File: src/rtl/ps2tx_pkg.sv
// Shared types and helpers for the device-side frame transmitter.
// Assumes: frames are 11 bits and parity is odd.
package ps2tx_pkg;

    localparam int FRAME_BITS = 11;

    typedef enum logic [1:0] {
        ST_IDLE = 2'd0,
        ST_HOLD = 2'd1,
        ST_HIGH = 2'd2,
        ST_LOW  = 2'd3
    } tx_state_t;

    // Convert a microsecond figure into system clock cycles.
    function automatic int us_to_cyc(input int clk_hz, input int us);
        return (clk_hz / 1_000_000) * us;
    endfunction

endpackage

File: src/rtl/ps2tx_sync.sv
// Multi-stage synchroniser for an asynchronous wire level.
// Assumes: the input is a slow level; resets to the released (high) level.
module ps2tx_sync #(
    parameter int STAGES = 2
) (
    input  logic clk,
    input  logic rst_n,
    input  logic async_in,
    output logic sync_out
);
    logic [STAGES-1:0] chain;

    // Shift the sensed level through the flop chain.
    always_ff @(posedge clk) begin
        if (!rst_n) chain <= '1;
        else        chain <= {chain[STAGES-2:0], async_in};
    end

    assign sync_out = chain[STAGES-1];
endmodule

File: src/rtl/ps2tx_idle_qual.sv
// Counts consecutive high readings of the synchronised clock line and
// flags when the line has been released for IDLE_CYC cycles in a row.
// Assumes: line_hi is already synchronous to clk.
module ps2tx_idle_qual #(
    parameter int IDLE_CYC = 50
) (
    input  logic clk,
    input  logic rst_n,
    input  logic line_hi,
    output logic idle_ok
);
    localparam int CW = $clog2(IDLE_CYC + 1);
    localparam logic [CW-1:0] LIMIT = CW'(IDLE_CYC);

    logic [CW-1:0] run_cnt;

    // Saturating run-length counter; any low reading restarts it.
    always_ff @(posedge clk) begin
        if (!rst_n)                run_cnt <= '0;
        else if (!line_hi)         run_cnt <= '0;
        else if (run_cnt != LIMIT) run_cnt <= run_cnt + 1'b1;
    end

    assign idle_ok = (run_cnt == LIMIT);
endmodule

File: src/rtl/ps2tx_frame.sv
// Builds the 11-bit frame: start 0, data LSB first, odd parity, stop 1.
// Bit 0 of the result goes out first.
module ps2tx_frame (
    input  logic [7:0]  data,
    output logic [10:0] frame
);
    // Pack fields; parity makes the count of ones in data plus parity odd.
    always_comb frame = {1'b1, ~(^data), data, 1'b0};
endmodule

File: src/rtl/ps2_dev_tx.sv
// Device-side frame transmitter for a two-wire open-drain link.
// Generates the link clock, places data mid-way through each high phase,
// watches for host inhibit during high phases, and reports done or abort.
// Assumes: the wire levels come in asynchronously; CLK_HZ is a whole
// number of MHz; DATA_US < HALF_US.
module ps2_dev_tx #(
    parameter int CLK_HZ  = 50_000_000,
    parameter int HALF_US = 40,
    parameter int DATA_US = 20,
    parameter int IDLE_US = 50,
    parameter int SYNC_STAGES = 2
) (
    input  logic       clk,
    input  logic       rst_n,
    input  logic [7:0] tx_data,
    input  logic       tx_valid,
    input  logic       ps2_clk_in,
    output logic       ps2_clk_low,
    output logic       ps2_dat_low,
    output logic       tx_busy,
    output logic       tx_done,
    output logic       tx_abort
);
    import ps2tx_pkg::*;

    localparam int HALF_CYC = us_to_cyc(CLK_HZ, HALF_US);
    localparam int OFS_CYC  = us_to_cyc(CLK_HZ, DATA_US);
    localparam int IDLE_CYC = us_to_cyc(CLK_HZ, IDLE_US);
    localparam int GUARD    = SYNC_STAGES + 1;
    localparam int PW       = $clog2(HALF_CYC + 1);
    localparam logic [PW-1:0] PH_END   = PW'(HALF_CYC - 1);
    localparam logic [PW-1:0] PH_DATA  = PW'(OFS_CYC - 1);
    localparam logic [PW-1:0] PH_GUARD = PW'(GUARD);
    localparam logic [3:0]    LAST_BIT = 4'(FRAME_BITS - 1);

    tx_state_t      state;
    logic [10:0]    frame_q;
    logic [10:0]    frame_d;
    logic [3:0]     bit_idx;
    logic [PW-1:0]  phase;
    logic           clk_sync;
    logic           idle_ok;

    ps2tx_sync #(.STAGES(SYNC_STAGES)) u_sync (
        .clk      (clk),
        .rst_n    (rst_n),
        .async_in (ps2_clk_in),
        .sync_out (clk_sync)
    );

    ps2tx_idle_qual #(.IDLE_CYC(IDLE_CYC)) u_qual (
        .clk     (clk),
        .rst_n   (rst_n),
        .line_hi (clk_sync),
        .idle_ok (idle_ok)
    );

    ps2tx_frame u_frame (
        .data  (tx_data),
        .frame (frame_d)
    );

    // Frame sequencer: accept, qualify idle, then alternate high/low phases.
    always_ff @(posedge clk) begin
        if (!rst_n) begin
            state       <= ST_IDLE;
            frame_q     <= '1;
            bit_idx     <= '0;
            phase       <= '0;
            ps2_clk_low <= 1'b0;
            ps2_dat_low <= 1'b0;
            tx_done     <= 1'b0;
            tx_abort    <= 1'b0;
        end else begin
            tx_done  <= 1'b0;
            tx_abort <= 1'b0;
            case (state)
                ST_IDLE: begin
                    if (tx_valid) begin
                        frame_q <= frame_d;
                        state   <= ST_HOLD;
                    end
                end
                ST_HOLD: begin
                    if (idle_ok) begin
                        state   <= ST_HIGH;
                        bit_idx <= '0;
                        phase   <= '0;
                    end
                end
                ST_HIGH: begin
                    if (phase >= PH_GUARD && !clk_sync) begin
                        ps2_dat_low <= 1'b0;
                        tx_abort    <= 1'b1;
                        state       <= ST_IDLE;
                    end else begin
                        phase <= phase + 1'b1;
                        if (phase == PH_DATA)
                            ps2_dat_low <= ~frame_q[bit_idx];
                        if (phase == PH_END) begin
                            ps2_clk_low <= 1'b1;
                            phase       <= '0;
                            state       <= ST_LOW;
                        end
                    end
                end
                ST_LOW: begin
                    phase <= phase + 1'b1;
                    if (phase == PH_END) begin
                        ps2_clk_low <= 1'b0;
                        phase       <= '0;
                        if (bit_idx == LAST_BIT) begin
                            ps2_dat_low <= 1'b0;
                            tx_done     <= 1'b1;
                            state       <= ST_IDLE;
                        end else begin
                            bit_idx <= bit_idx + 1'b1;
                            state   <= ST_HIGH;
                        end
                    end
                end
                default: state <= ST_IDLE;
            endcase
        end
    end

    assign tx_busy = (state != ST_IDLE);
endmodule

File: config.mk
export PLATFORM = sky130hd
export DESIGN_NAME = ps2_dev_tx
export DESIGN_NICKNAME = d
export VERILOG_FILES = /design/src/rtl/ps2tx_pkg.sv /design/src/rtl/ps2tx_sync.sv /design/src/rtl/ps2tx_idle_qual.sv /design/src/rtl/ps2tx_frame.sv /design/src/rtl/ps2_dev_tx.sv
export SDC_FILE = /design/constraint.sdc
export NUM_CORES = 1
export LEC_CHECK = 0
export BUFFER_PORTS_ARGS = -buffer_cell sky130_fd_sc_hd__buf_2
export CORE_UTILIZATION = 57
export CTS_CLUSTER_SIZE = 28
export DETAILED_ROUTE_END_ITERATION = 7
export GPL_TIMING_DRIVEN = 0
export PLACE_DENSITY = 0.76
export SYNTH_ARGS = -nofsm -noshare
export SYNTH_HDL_FRONTEND = slang
export SYNTH_HIERARCHICAL = 1
export SYNTH_SLANG_ARGS = --single-unit
File: constraint.sdc
create_clock -name clk -period 2.6 [get_ports clk]
set_input_delay 0.52 -clock clk [delete_from_list [all_inputs] [get_ports clk]]
set_output_delay 0.52 -clock clk [all_outputs]
set_load 0.005 [all_outputs]
# After elaboration in Yosys (flattened, before gate mapping)
# Cells that the tools add are included.
# Widths: inputs -> output; s select.
[classes]
n_mux = 28
reduce_logical = 17
magnitude_cmp = 2
addsub = 3
n_bitwise = 2
eq_ne = 17
[op_table]
columns = ["cell", "n"]
rows = [
  ["$mux 11", 3],
  ["$pmux 11 s3", 1],
  ["$reduce_and 4->1", 4],
  ["$ne 2x2->1 const B", 7],
  ["$add 12x1->12 const B", 1],
  ["$eq 12x12->1 const B", 1],
  ["$mux 2", 6],
  ["$mux 4", 3],
  ["$ne 12x12->1 const B", 1],
  ["$add 11x1->11 const B", 1],
  ["$eq 11x10->1 const B", 1],
  ["$eq 11x11->1 const B", 1],
  ["$ge 11x2->1 const B", 1],
  ["$mux 1", 10],
  ["$pmux 2 s4", 1],
  ["$pmux 4 s2", 1],
  ["$reduce_xor 8->1", 1],
  ["$ne 3x3->1 const B", 2],
  ["$reduce_and 2->1", 3],
  ["$reduce_and 3->1", 2],
  ["$reduce_bool 2->1", 3],
  ["$lt 4x5->1 const B", 1],
  ["$add 4x1->4 const B", 1],
  ["$bmux 1 s4", 1],
  ["9 further kinds", 12],
]
[word_totals]
reg_bits = 45
word_cells = 79

# Longest topological paths before layout
# Gate-level depths: netlist (run 1).
[depth]
depth_word = 6
depth_mapped = 9
depth_no_buf = 8

# By module
# Netlist (run 1), hierarchy kept.
[modules_own_cells]
columns = ["module", "n_inst", "cells_each", "area_each_um2"]
rows = [
  ["ps2_dev_tx", 1, 215, 1760.4],
  ["ps2tx_idle_qual", 1, 70, 600.6],
  ["ps2tx_frame", 1, 19, 143.9],
  ["ps2tx_sync", 1, 4, 52.6],
]

# Worst setup path after synthesis (run 1)
# No wires, ideal clock.
[synth_timing]
path_kind = "register -> register"
start = "reg bit_idx[0]"
end = "reg bit_idx[1]"
arrival_ns = 1.935
setup_slack_ns = 0.538
period_less_slack_ns = 2.062
path_buffers = 1
stages_incl_launch_ff = 9
setup_ns = 0.128
cell_sequence = "dfxtp_1 -> clkbuf_1 -> inv_1 -> ha_1 -> and3b_1 -> nor4_4 -> mux2_1 -> a22oi_1 -> nor2_1"
[synth_between]
elab_chain_cells = 4
[synth_lines]
columns = ["element", "line_no", "source"]
rows = [
  ["start: declaration", "ps2_dev_tx.sv:39", "logic [3:0] bit_idx;"],
  ["start signal: assignment", "ps2_dev_tx.sv:117", "bit_idx <= bit_idx + 1'b1;"],
  ["$add 4x1->4", "ps2_dev_tx.sv:117", ""],
  ["$mux 4", "ps2_dev_tx.sv:112", "if (bit_idx == LAST_BIT) begin"],
  ["$mux 4", "ps2_dev_tx.sv:109", "if (phase == PH_END) begin"],
  ["$pmux 4 s2", "ps2_dev_tx.sv:77", "case (state)"],
]
# Parallel ways exist; a longest one is shown, timed or not. The select of a mux whose other input is x is not followed.
# A chain may end at the register's enable or synchronous reset.

# Worst setup path in the final report (run 1)
[layout_timing]
start = "reg u_qual.run_cnt[3]"
end = "reg phase[1]"
[layout_between]
elab_chain_cells = 3
[layout_lines]
columns = ["element", "line_no", "source"]
rows = [
  ["start: declaration", "ps2tx_idle_qual.sv:15", "logic [CW-1:0] run_cnt;"],
  ["start signal: assignment", "ps2tx_idle_qual.sv:21", "else if (run_cnt != LIMIT) run_cnt <= run_cnt + 1'b1;"],
  ["$eq 12x12->1", "ps2tx_idle_qual.sv:24", "assign idle_ok = (run_cnt == LIMIT);"],
  ["via idle_ok", "ps2_dev_tx.sv:42", "logic idle_ok;"],
  ["$ne 2x2->1 (no source line)", "-", ""],
  ["$reduce_and 3->1 (no source line)", "-", ""],
  ["end signal: assignment", "ps2_dev_tx.sv:97", "phase <= phase + 1'b1;"],
  ["end signal: assignment", "ps2_dev_tx.sv:108", "phase <= phase + 1'b1;"],
  ["end: declaration", "ps2_dev_tx.sv:40", "logic [PW-1:0] phase;"],
]
# The timed path passes the listed nets, and every way through them passes these cells.

==> results of run 1 <==
stage by stage:
stage	total power [W]	util	std cells
5_1_grt	0.001553	0.6848	382
4_1_cts	0.001505	0.6848	382
2_1_floorplan	0.0008407	-	308
3_5_place_dp	0.0008752	0.6516	374
3_3_place_gp	0.0008711	0.6516	374
6_report	0.001493	0.6848	382
layer usage:
layer / wire length, µm / vias up / share of wire / GRT usage
met5: 0 / - / 0 / 0
met3: 182 / 9 / 0.035 / 0.05592
met1: 2611 / 974 / 0.51 / 0.3423
met2: 2244 / 49 / 0.44 / 0.3738
li1: - / 1132 / - / -
met4: 106 / 0 / 0.021 / 0.1071
flip-flops by register name, summed over array words and instances (netlist names):
signal and flops:
bit_idx 4, ps2_dat_low 1, frame_q 11, state 2, u_qual/run_cnt 12, ps2_clk_low 1, tx_done 1, u_sync/chain 2
tx_abort 1, phase 11
worst max-delay path: stages (launching register included):
cell	delay, ns
sky130_fd_sc_hd__dfxtp_1	0.36
sky130_fd_sc_hd__or4b_4	0.59
sky130_fd_sc_hd__nor3_1	0.44
sky130_fd_sc_hd__o21ai_0	0.17
sky130_fd_sc_hd__a21boi_1	0.19
sky130_fd_sc_hd__buf_2	0.21
sky130_fd_sc_hd__a22oi_1	0.21
sky130_fd_sc_hd__nor2_1	0.05
cell families (layout without fill, tap and decap cells):
kind of cell               after synthesis  in the layout  share of synthesized area
and+or+nand+nor                        148            148                     0.3175
AOI/OAI and AO/OA                       55             55                     0.1399
DFF                                     46             46                     0.3601
buffers and inverters                   34             58                    0.07583
xor gates and xnor gates                 9              9                    0.03082
muxes                                    9              9                    0.04843
adders and majority gates                5              5                    0.02446
other                                    2              2                   0.002937
worst max path at each step:
| stage | endpoint | slack, ns | cells past startpoint |
|---|---|---|---|
| floorplan | bit_idx[1] | 0.54 | 8 |
| global placement | phase[6] | 0.30 | 7 |
| detailed placement | bit_idx[1] | 0.31 | 8 |
| CTS | phase[6] | 0.29 | 7 |
| global route | phase[6] | 0.07 | 7 |
| finish | phase[1] | 0.25 | 7 |
report_power, final:
part           switching, W  total, W  internal, W
clock              0.000250  0.000635     0.000385
combinational     0.0000635  0.000121    0.0000570
sequential        0.0000119  0.000737     0.000725
final cells by class:
class	count	area, µm²	area share
plain buffers	27	167.7	0.05908
clock buffers	5	68.82	0.02425
clock inverters	3	68.82	0.02425
inverters	7	26.28	0.009259
multi-input cells	228	1443	0.5084
flip-flops and latches	46	920.9	0.3245
well taps	50	62.56	0.02205
repair buffers	16	80.08	0.02822
cells in the final DEF (no fill, tap or decap), types with 5 or more instances in the layout:
master                     Yosys  layout
sky130_fd_sc_hd__a21oi_1      13      13
sky130_fd_sc_hd__buf_2         5      21
sky130_fd_sc_hd__buf_4        10      10
sky130_fd_sc_hd__clkbuf_1      9       9
sky130_fd_sc_hd__clkbuf_8      0       5
sky130_fd_sc_hd__dfxtp_1      46      46
sky130_fd_sc_hd__ha_1          5       5
sky130_fd_sc_hd__inv_1         7       7
sky130_fd_sc_hd__mux2i_1       6       6
sky130_fd_sc_hd__nand2_1      51      51
sky130_fd_sc_hd__nand3_1      25      25
sky130_fd_sc_hd__nand3b_1      5       5
sky130_fd_sc_hd__nor2_1       15      15
sky130_fd_sc_hd__nor3_1        8       8
sky130_fd_sc_hd__nor4_1        5       5
sky130_fd_sc_hd__o21ai_0      10      10
sky130_fd_sc_hd__o31ai_1       7       7
sky130_fd_sc_hd__or3_1         7       7
sky130_fd_sc_hd__xnor2_1       7       7
==> results.sh, run 1 <==
export IMPL_outcome="finished clean"
export IMPL_critical_path_required_ns=2.78
export IMPL_min_period_ns=2.349
export IMPL_setup_worst_path_start_class="flip-flop"
export IMPL_route_detailed_vias_per_inst=5.665
export IMPL_irDropWorstVdd_mv=0.3068
export IMPL_placementRows=23
export IMPL_yosys_cell_count_top_type="sky130_fd_sc_hd__nand2_1"
export IMPL_synth_fp_nets=325
export IMPL_final_max_slew_violation_count=0
export IMPL_hold_worst_slack_ns=0.4126
export IMPL_groute_usage_overall=0.2502
export IMPL_route_detailed_drc=0
export IMPL_cts_hold_buf=0
export IMPL_setup_slack_ns=0.2511
export IMPL_ctsHtreeMaxLevel=2
export IMPL_register_area_share_after_synthesis=0.3601
export IMPL_number_of_global_route_vias_before_repair=1922
export IMPL_worstHoldStart="ps2_clk_in"
export IMPL_drt_wirelength_per_cell_um=13.47
export IMPL_starting_density=0.6171
export IMPL_worstMarginPinSlew_ns=0.5336
export IMPL_rr_endpoint="phase[1]"
export IMPL_synth_top_cells_by_count="sky130_fd_sc_hd__nand2_1, sky130_fd_sc_hd__dfxtp_1, sky130_fd_sc_hd__nand3_1"
export IMPL_hold_path_class="input port to flip-flop"
export IMPL_pre_cts_slack_ns=0.3092
export IMPL_setup_viol=0
export IMPL_routed_via_count=2164
export IMPL_period_share=0.9034
export IMPL_timing_final_hold_violations=0
export IMPL_route_antenna_remaining_nets=0
export IMPL_antenna_found_initial=0
export IMPL_cts_sink_count=46
export IMPL_core_area_um2=4144
export IMPL_globalplace_congestion=0.9081
export IMPL_yosysWarningCount=6
export IMPL_worst_r2r_path_depth=7
export IMPL_layout_nets=348
export IMPL_grt_first_pass_wirelength_um=8783
export IMPL_max_freq_mhz=425.7
export IMPL_synthTopCellsByArea="sky130_fd_sc_hd__dfxtp_1, sky130_fd_sc_hd__nand2_1, sky130_fd_sc_hd__nand3_1"
export IMPL_path_class="flip-flop to flip-flop"
export IMPL_worstHoldPathCells=2
export IMPL_cp_arrival_ns=2.53
export IMPL_cts_resized=0
export IMPL_r2r_slack_ns=0.25
export IMPL_insertion_delay_ns=0.30
export IMPL_worstHoldEndpoint="u_sync/chain[0]"
export IMPL_number_of_buffers_inserted_by_post_cts_setup_repair=0
export IMPL_clock_tree_root_cell="sky130_fd_sc_hd__clkbuf_8"
export IMPL_netlist_area_leader_share=0.3601
export IMPL_synthesized_flop_and_latch_total=46
export IMPL_tritoncts_num_buffers=5
export IMPL_die_width_um=68.99
export IMPL_global_route_overflow_total=0
export IMPL_pin_count_of_the_biggest_net_entering_global_routing=16
export IMPL_timing_max_slew_rel_slack=0.6415
export IMPL_area_growth_syn_to_layout_pct=10.96
export IMPL_num_antenna_cells=0
export IMPL_number_of_filler_instances_in_the_final_layout=365
export IMPL_fin_tns_setup_ns=0
export IMPL_grt_setup_unrepaired="no"
export IMPL_detailedRoute_firstIterationViolations=180
export IMPL_placedInstanceArea_um2=2700
export IMPL_dominantRegCellSynth="sky130_fd_sc_hd__dfxtp_1"
export IMPL_max_cap_violations=0
export IMPL_tritoncts_clock_tree="done"
export IMPL_worstReg2RegStart="u_qual/run_cnt[3]"
export IMPL_die_height_um=68.99
export IMPL_place_port_buffers=16
export IMPL_drive_gt1_frac=0.1566
export IMPL_startpoint="u_qual/run_cnt[3]"
export IMPL_synth_async_sr_flop_share=0
export IMPL_p_leak_nw=1.014
export IMPL_critPathCaptureType="flip-flop"
export IMPL_clockBufferDepth=2
export IMPL_syn_cell_area_um2=2557
export IMPL_finalWirelength_um=5145
export IMPL_worst_setup_hold_path_clk_slew_ns=0.09
export IMPL_cell_area_power_density_nw_per_um2=526.0
export IMPL_synthesis_area_per_instance_um2=8.303
export IMPL_synthCells=308
export IMPL_post_synth_num_cell_types=55
export IMPL_drt_pass1_iterations=4
export IMPL_ios=17
export IMPL_fin_area_um2=2838
export IMPL_fin_worst_skew_ns=0.005943
export IMPL_edff_count_synth=0
export IMPL_die_area_um2=4759
export IMPL_worstPathMaxFanout=10
export IMPL_place_detailed_hpwl_um=3764
export IMPL_area_leader_netlist="sky130_fd_sc_hd__dfxtp_1"
Power figures use the tool's default switching activity.
==> run 2, diff against run 1 <==
--- a/config.mk
+++ b/config.mk
@@ -10,6 +10,7 @@
 export CTS_CLUSTER_SIZE = 28
 export DETAILED_ROUTE_END_ITERATION = 7
 export GPL_TIMING_DRIVEN = 0
+export MAX_ROUTING_LAYER = met4
 export PLACE_DENSITY = 0.76
 export SYNTH_ARGS = -nofsm -noshare
 export SYNTH_HDL_FRONTEND = slang
==> constraint.sdc (replaced) <==
create_clock -name clk -period 2.7 [get_ports clk]
set_input_delay 0.54 -clock clk [delete_from_list [all_inputs] [get_ports clk]]
set_output_delay 0.54 -clock clk [all_outputs]
set_load 0.005 [all_outputs]
==> run 2 against run 1 <==
Non-clock buffer count unchanged. Clock power decreased by 3.8%. Highest routed layer unchanged. Total power decreased by 3.7%. Worst hold slack better by 0.019 ns.
==> results.sh, run 2 (same netlist as run 1, synthesis figures left out) <==
export IMPL_starting_density=0.6171
export IMPL_rr_endpoint="phase[1]"
export IMPL_final_cell_mix="sky130_fd_sc_hd__nand2_1, sky130_fd_sc_hd__dfxtp_1, sky130_fd_sc_hd__nand3_1, sky130_fd_sc_hd__buf_2, sky130_fd_sc_hd__nor2_1"
export IMPL_irDropWorstVdd_mv=0.2956
export IMPL_drive_gt1_frac=0.1566
export IMPL_cell_area_power_density_nw_per_um2=506.5
export IMPL_detailedRoute_firstIterationViolations=158
export IMPL_num_antenna_cells=0
export IMPL_switching_share=0.2179
export IMPL_number_of_global_route_vias_before_repair=1925
export IMPL_p_leak_nw=1.014
export IMPL_critical_path_cell_chain="or4b_4 -> nor3_1 -> o21ai_0 -> a21boi_1 -> buf_2 -> a22oi_1 -> nor2_1"
export IMPL_route_detailed_vias_per_inst=5.660
export IMPL_route_detailed_drc=0
export IMPL_final_max_slew_violation_count=0
export IMPL_max_stage_delay_ns=0.59
export IMPL_p_sw_w=0.0003132
export IMPL_routed_via_count=2162
export IMPL_worstHoldEndpoint="u_sync/chain[1]"
export IMPL_largest_reg_flops=12
export IMPL_cts_resized=0
export IMPL_setup_slack_ns=0.3867
export IMPL_place_detailed_hpwl_um=3764
export IMPL_core_area_um2=4144
export IMPL_multi_input_comb_area_um2=1443
export IMPL_max_freq_mhz=432.3
export IMPL_worstHoldStart="u_sync/chain[0]"
export IMPL_clock_power_share=0.425
export IMPL_layout_nets=348
export IMPL_number_of_filler_instances_in_the_final_layout=365
export IMPL_fraction_of_met1_tracks_used_by_global_routing=0.3433
export IMPL_antenna_found_initial=0
export IMPL_path_class="flip-flop to flip-flop"
export IMPL_pin_count_of_the_biggest_net_entering_global_routing=16
export IMPL_globalplace_congestion=0.9238
export IMPL_die_area_um2=4759
export IMPL_ios=17
export IMPL_global_route_overflow_total=0
export IMPL_cp_arrival_ns=2.49
export IMPL_worstReg2RegStart="u_qual/run_cnt[3]"
export IMPL_worst_r2r_path_depth=7
export IMPL_layout_commonest_cell="sky130_fd_sc_hd__nand2_1"
export IMPL_grt_first_pass_wirelength_um=8804
export IMPL_timing_max_slew_rel_slack=0.6464
export IMPL_worstMarginPinSlew_ns=0.5304
export IMPL_insertion_delay_ns=0.30
export IMPL_ff_latch_area_um2=920.9
export IMPL_place_port_buffers=16
export IMPL_cts_sink_count=46
export IMPL_pwr_share_comb=0.081
export IMPL_clockBufferDepth=2
export IMPL_drt_wirelength_per_cell_um=13.46
export IMPL_critical_path_s_slowest_cell="sky130_fd_sc_hd__or4b_4"
export IMPL_setup_worst_path_start_class="flip-flop"
export IMPL_max_cap_violations=0
export IMPL_finalWirelength_um=5141
export IMPL_die_width_um=68.99
export IMPL_outcome="finished clean"
export IMPL_fin_tns_setup_ns=0
export IMPL_drt_pass1_iterations=4
export IMPL_worstPathMaxFanout=10
export IMPL_worstHoldPathCells=1
export IMPL_startpoint="u_qual/run_cnt[3]"
export IMPL_number_of_buffers_inserted_by_post_cts_setup_repair=0
export IMPL_clock_tree_root_cell="sky130_fd_sc_hd__clkbuf_8"
export IMPL_pre_cts_slack_ns=0.4092
export IMPL_die_height_um=68.99
export IMPL_ctsHtreeMaxLevel=2
export IMPL_grt_setup_unrepaired="no"
export IMPL_placementRows=23
export IMPL_cts_hold_buf=0
export IMPL_groute_usage_overall=0.2576
export IMPL_pwr_share_seq=0.494
export IMPL_biggestRegsByFlops="u_qual/run_cnt (12), frame_q (11), phase (11)"
export IMPL_route_antenna_remaining_nets=0
export IMPL_globalRouteMet2Util=0.3738
export IMPL_timing_final_hold_violations=0
export IMPL_fin_worst_skew_ns=0.006221
export IMPL_critical_path_required_ns=2.88
export IMPL_largest_register="u_qual/run_cnt"
export IMPL_r2r_slack_ns=0.39
export IMPL_tritoncts_clock_tree="done"
export IMPL_gr_max_usage_layer="met2"
export IMPL_tritoncts_num_buffers=5
export IMPL_globalRouteMet3Util=0.05592
export IMPL_power_report_internal_total_w=0.001124
export IMPL_min_period_ns=2.313
export IMPL_critPathCaptureType="flip-flop"
export IMPL_period_share=0.8568
export IMPL_hold_path_class="flip-flop to flip-flop"
export IMPL_area_growth_syn_to_layout_pct=10.96
export IMPL_worst_setup_hold_path_clk_slew_ns=0.09
export IMPL_setup_viol=0
run 2: cell counts in the layout (fill, tap and decap cells not counted):
No cell type changed its count.
run 2: worst max-delay path, delay by kind of cell, from the launching register on:
family / cells / cell delay (ns)
and+or+nand+nor: 3 / 1.05
AOI/OAI and AO/OA: 3 / 0.57
buffers and inverters: 1 / 0.21
DFF: 1 / 0.36
run 2: worst max path at each step:
stage          depth (start not counted)  slack (ns)         end
5_1_grt                                7        0.17    phase[6]
3_5_place_dp                           8        0.41  bit_idx[1]
4_1_cts                                7        0.39    phase[6]
3_3_place_gp                           7        0.40    phase[6]
6_report                               7        0.39    phase[1]
2_1_floorplan                          8        0.64  bit_idx[1]
run 2: layout make-up:
type,instances,share of cell area
plain buffers,27,0.05908
repair buffers,16,0.02822
clock inverters,3,0.02425
clock buffers,5,0.02425
flip-flops and latches,46,0.3245
inverters,7,0.009259
multi-input cells,228,0.5084
well taps,50,0.02205
run 2: metal layers:
metal / wire length, µm / vias to the layer above
li1: - / 1132
met1: 2567 / 959
met2: 2237 / 62
met3: 231 / 9
met4: 105 / 0
met5: 0 / -
run 2: power by group through the flow:
| stage | sequential, W | clock, W | combinational [W] |
|---|---|---|---|
| 6_report | 0.000710 | 0.000611 | 0.000116 |
| 5_1_grt | 0.000713 | 0.000651 | 0.000132 |
| 4_1_cts | 0.000710 | 0.000622 | 0.000117 |
| 3_5_place_dp | 0.000726 | 0 | 0.000117 |
| 3_3_place_gp | 0.000725 | 0 | 0.000114 |
| 2_1_floorplan | 0.000722 | 0 | 0.0000871 |
run 2: per-stage QoR:
stage | instances | hold WS [ns] | total power, W | utilization | cell area (µm²)
5_1_grt | 382 | 0.4344 | 0.001495 | 0.6848 | 2838
2_1_floorplan | 308 | 0.3863 | 0.0008096 | - | 2557
4_1_cts | 382 | 0.4242 | 0.001449 | 0.6848 | 2838
3_3_place_gp | 374 | 0.4094 | 0.0008389 | 0.6516 | 2700
6_report | 382 | 0.4315 | 0.001437 | 0.6848 | 2838
3_5_place_dp | 374 | 0.4065 | 0.0008428 | 0.6516 | 2700
==> run 3, diff against run 2 <==
--- a/config.mk
+++ b/config.mk
@@ -6,6 +6,7 @@
 export NUM_CORES = 1
 export LEC_CHECK = 0
 export BUFFER_PORTS_ARGS = -buffer_cell sky130_fd_sc_hd__buf_2
+export CORE_ASPECT_RATIO = 2
 export CORE_UTILIZATION = 57
 export CTS_CLUSTER_SIZE = 28
 export DETAILED_ROUTE_END_ITERATION = 7
==> run 3 against run 2 <==
Final area shrank 0.79%. Via count grew 6.0%. Largest cell class unchanged. Sequential cell count is the same. Critical path type unchanged. Highest routed layer unchanged. Maximum frequency shrank 0.27%. Critical path depth grew 1. Sequential power is essentially flat. Die area grew 0.34%. Wire length grew 15%.
==> results.sh, run 3 (same netlist as run 1, synthesis figures left out) <==
export IMPL_worstMarginPinSlew_ns=0.6965
export IMPL_final_cell_mix="sky130_fd_sc_hd__nand2_1, sky130_fd_sc_hd__dfxtp_1, sky130_fd_sc_hd__nand3_1, sky130_fd_sc_hd__buf_2, sky130_fd_sc_hd__nor2_1"
export IMPL_timing_final_hold_violations=0
export IMPL_ctsHtreeMaxLevel=2
export IMPL_place_port_buffers=16
export IMPL_final_max_slew_violation_count=0
export IMPL_groute_usage_overall=0.2690
export IMPL_max_cap_violations=0
export IMPL_number_of_buffers_inserted_by_post_cts_setup_repair=0
export IMPL_finalWirelength_um=5901
export IMPL_globalplace_congestion=0.8532
export IMPL_critPathCaptureType="flip-flop"
export IMPL_route_detailed_vias_per_inst=5.938
export IMPL_pwr_share_seq=0.540
export IMPL_cp_arrival_ns=2.50
export IMPL_cts_resized=0
export IMPL_insertion_delay_ns=0.30
export IMPL_irDropWorstVdd_mv=0.4023
export IMPL_critical_path_required_ns=2.88
export IMPL_route_antenna_remaining_nets=0
export IMPL_clock_tree_root_cell="sky130_fd_sc_hd__clkbuf_8"
export IMPL_number_of_global_route_vias_before_repair=2189
export IMPL_largest_reg_flops=12
export IMPL_placementRows=34
export IMPL_utilization=0.6488
export IMPL_grt_first_pass_wirelength_um=9611
export IMPL_grt_setup_unrepaired="no"
export IMPL_p_sw_w=0.0003021
export IMPL_fin_worst_skew_ns=0.007928
export IMPL_cts_sink_count=46
export IMPL_power_report_internal_total_w=0.001012
export IMPL_drive_gt1_frac=0.1566
export IMPL_setup_viol=0
export IMPL_ios=17
export IMPL_drt_pass1_iterations=4
export IMPL_detailedRoute_firstIterationViolations=84
export IMPL_fin_tns_setup_ns=0
export IMPL_die_height_um=96.73
export IMPL_place_detailed_hpwl_um=4518
export IMPL_max_freq_mhz=431.1
export IMPL_core_area_um2=4339
export IMPL_antenna_found_initial=0
export IMPL_tritoncts_num_buffers=5
export IMPL_worstPathMaxFanout=7
export IMPL_cts_hold_buf=0
export IMPL_die_area_um2=4775
export IMPL_path_class="flip-flop to flip-flop"
export IMPL_pin_count_of_the_biggest_net_entering_global_routing=14
export IMPL_outcome="finished clean"
export IMPL_starting_density=0.5894
export IMPL_layout_commonest_cell="sky130_fd_sc_hd__nand2_1"
export IMPL_route_detailed_drc=0
export IMPL_period_share=0.8591
export IMPL_clock_power_share=0.369
export IMPL_design_power_total_w=0.001314
export IMPL_clockBufferDepth=2
export IMPL_drt_wirelength_per_cell_um=15.29
export IMPL_placedInstanceArea_um2=2705
export IMPL_fin_area_um2=2815
export IMPL_layout_nets=348
export IMPL_switching_share=0.2299
export IMPL_routed_via_count=2292
export IMPL_hold_path_class="flip-flop to flip-flop"
export IMPL_pwr_share_comb=0.091
export IMPL_global_route_overflow_total=0
export IMPL_tritoncts_clock_tree="done"
export IMPL_p_leak_nw=1.003
export IMPL_area_growth_syn_to_layout_pct=10.08
export IMPL_largest_register="u_qual/run_cnt"
export IMPL_setup_worst_path_start_class="flip-flop"
export IMPL_timing_max_slew_rel_slack=0.5314
export IMPL_worst_setup_hold_path_clk_slew_ns=0.08
export IMPL_min_period_ns=2.320
export IMPL_biggestRegsByFlops="u_qual/run_cnt (12), frame_q (11), phase (11)"
export IMPL_die_width_um=49.37
export IMPL_num_antenna_cells=0
export IMPL_cell_area_power_density_nw_per_um2=466.8
-- run 3: changes by cell type in the layout (fill, tap and decap cells not counted), sizes merged --
cell,delta
bufinv,-2
clkbuf,+3
clkinv,-1
-- run 3: through the flow --
step / setup WS (ns) / hold WS [ns] / cells
6_report: 0.3805 / 0.4162 / 386
5_1_grt: 0.2199 / 0.4501 / 386
4_1_cts: 0.3793 / 0.4257 / 386
3_5_place_dp: 0.3908 / 0.3996 / 378
3_3_place_gp: 0.4334 / 0.3940 / 378
2_1_floorplan: 0.6376 / 0.3863 / 308
-- run 3: power groups by stage --
stage / Sequential, W / Combinational (W) / Clock, W
final: 0.000710 / 0.000120 / 0.000484
after global routing: 0.000712 / 0.000134 / 0.000518
after CTS: 0.000710 / 0.000121 / 0.000492
after detailed placement: 0.000726 / 0.000121 / 0
after global placement: 0.000726 / 0.000117 / 0
after floorplan: 0.000722 / 0.0000871 / 0
-- run 3: final cells by class --
| cell class | count | area, µm² |
|---|---|---|
| fillers | 391 | 1524 |
| multi-input cells | 228 | 1443 |
| flip-flops and latches | 46 | 920.9 |
| plain buffers | 27 | 167.7 |
| clock buffers | 8 | 110.1 |
| repair buffers | 16 | 80.08 |
| well taps | 54 | 67.56 |
| inverters | 7 | 26.28 |
-- run 3: path summary, 6_finish.rpt --
check                   from              end  depth (start not counted)  slack (ns)
max               bit_idx[0]       bit_idx[1]                          8        0.38
min          u_sync/chain[0]  u_sync/chain[1]                          1        0.42
max reg2reg       bit_idx[0]       bit_idx[1]                          8        0.38
min reg2reg  u_sync/chain[0]  u_sync/chain[1]                          1        0.42
-- run 3: metal layers --
layer / part of all wire / track usage / up-vias
li1: - / - / 1131
met2: 0.58 / 0.5279 / 60
met4: 0.058 / 0.1787 / 0
met5: 0 / - / -
met1: 0.34 / 0.2144 / 1072
met3: 0.031 / 0.03145 / 29
-- run 3: worst max-delay path: stages (launching register included) --
cell                       delay, ns
sky130_fd_sc_hd__dfxtp_1        0.35
sky130_fd_sc_hd__clkbuf_1       0.30
sky130_fd_sc_hd__inv_1          0.13
sky130_fd_sc_hd__ha_1           0.23
sky130_fd_sc_hd__and3b_1        0.21
sky130_fd_sc_hd__nor4_4         0.39
sky130_fd_sc_hd__mux2_1         0.36
sky130_fd_sc_hd__a22oi_1        0.18
sky130_fd_sc_hd__nor2_1         0.05
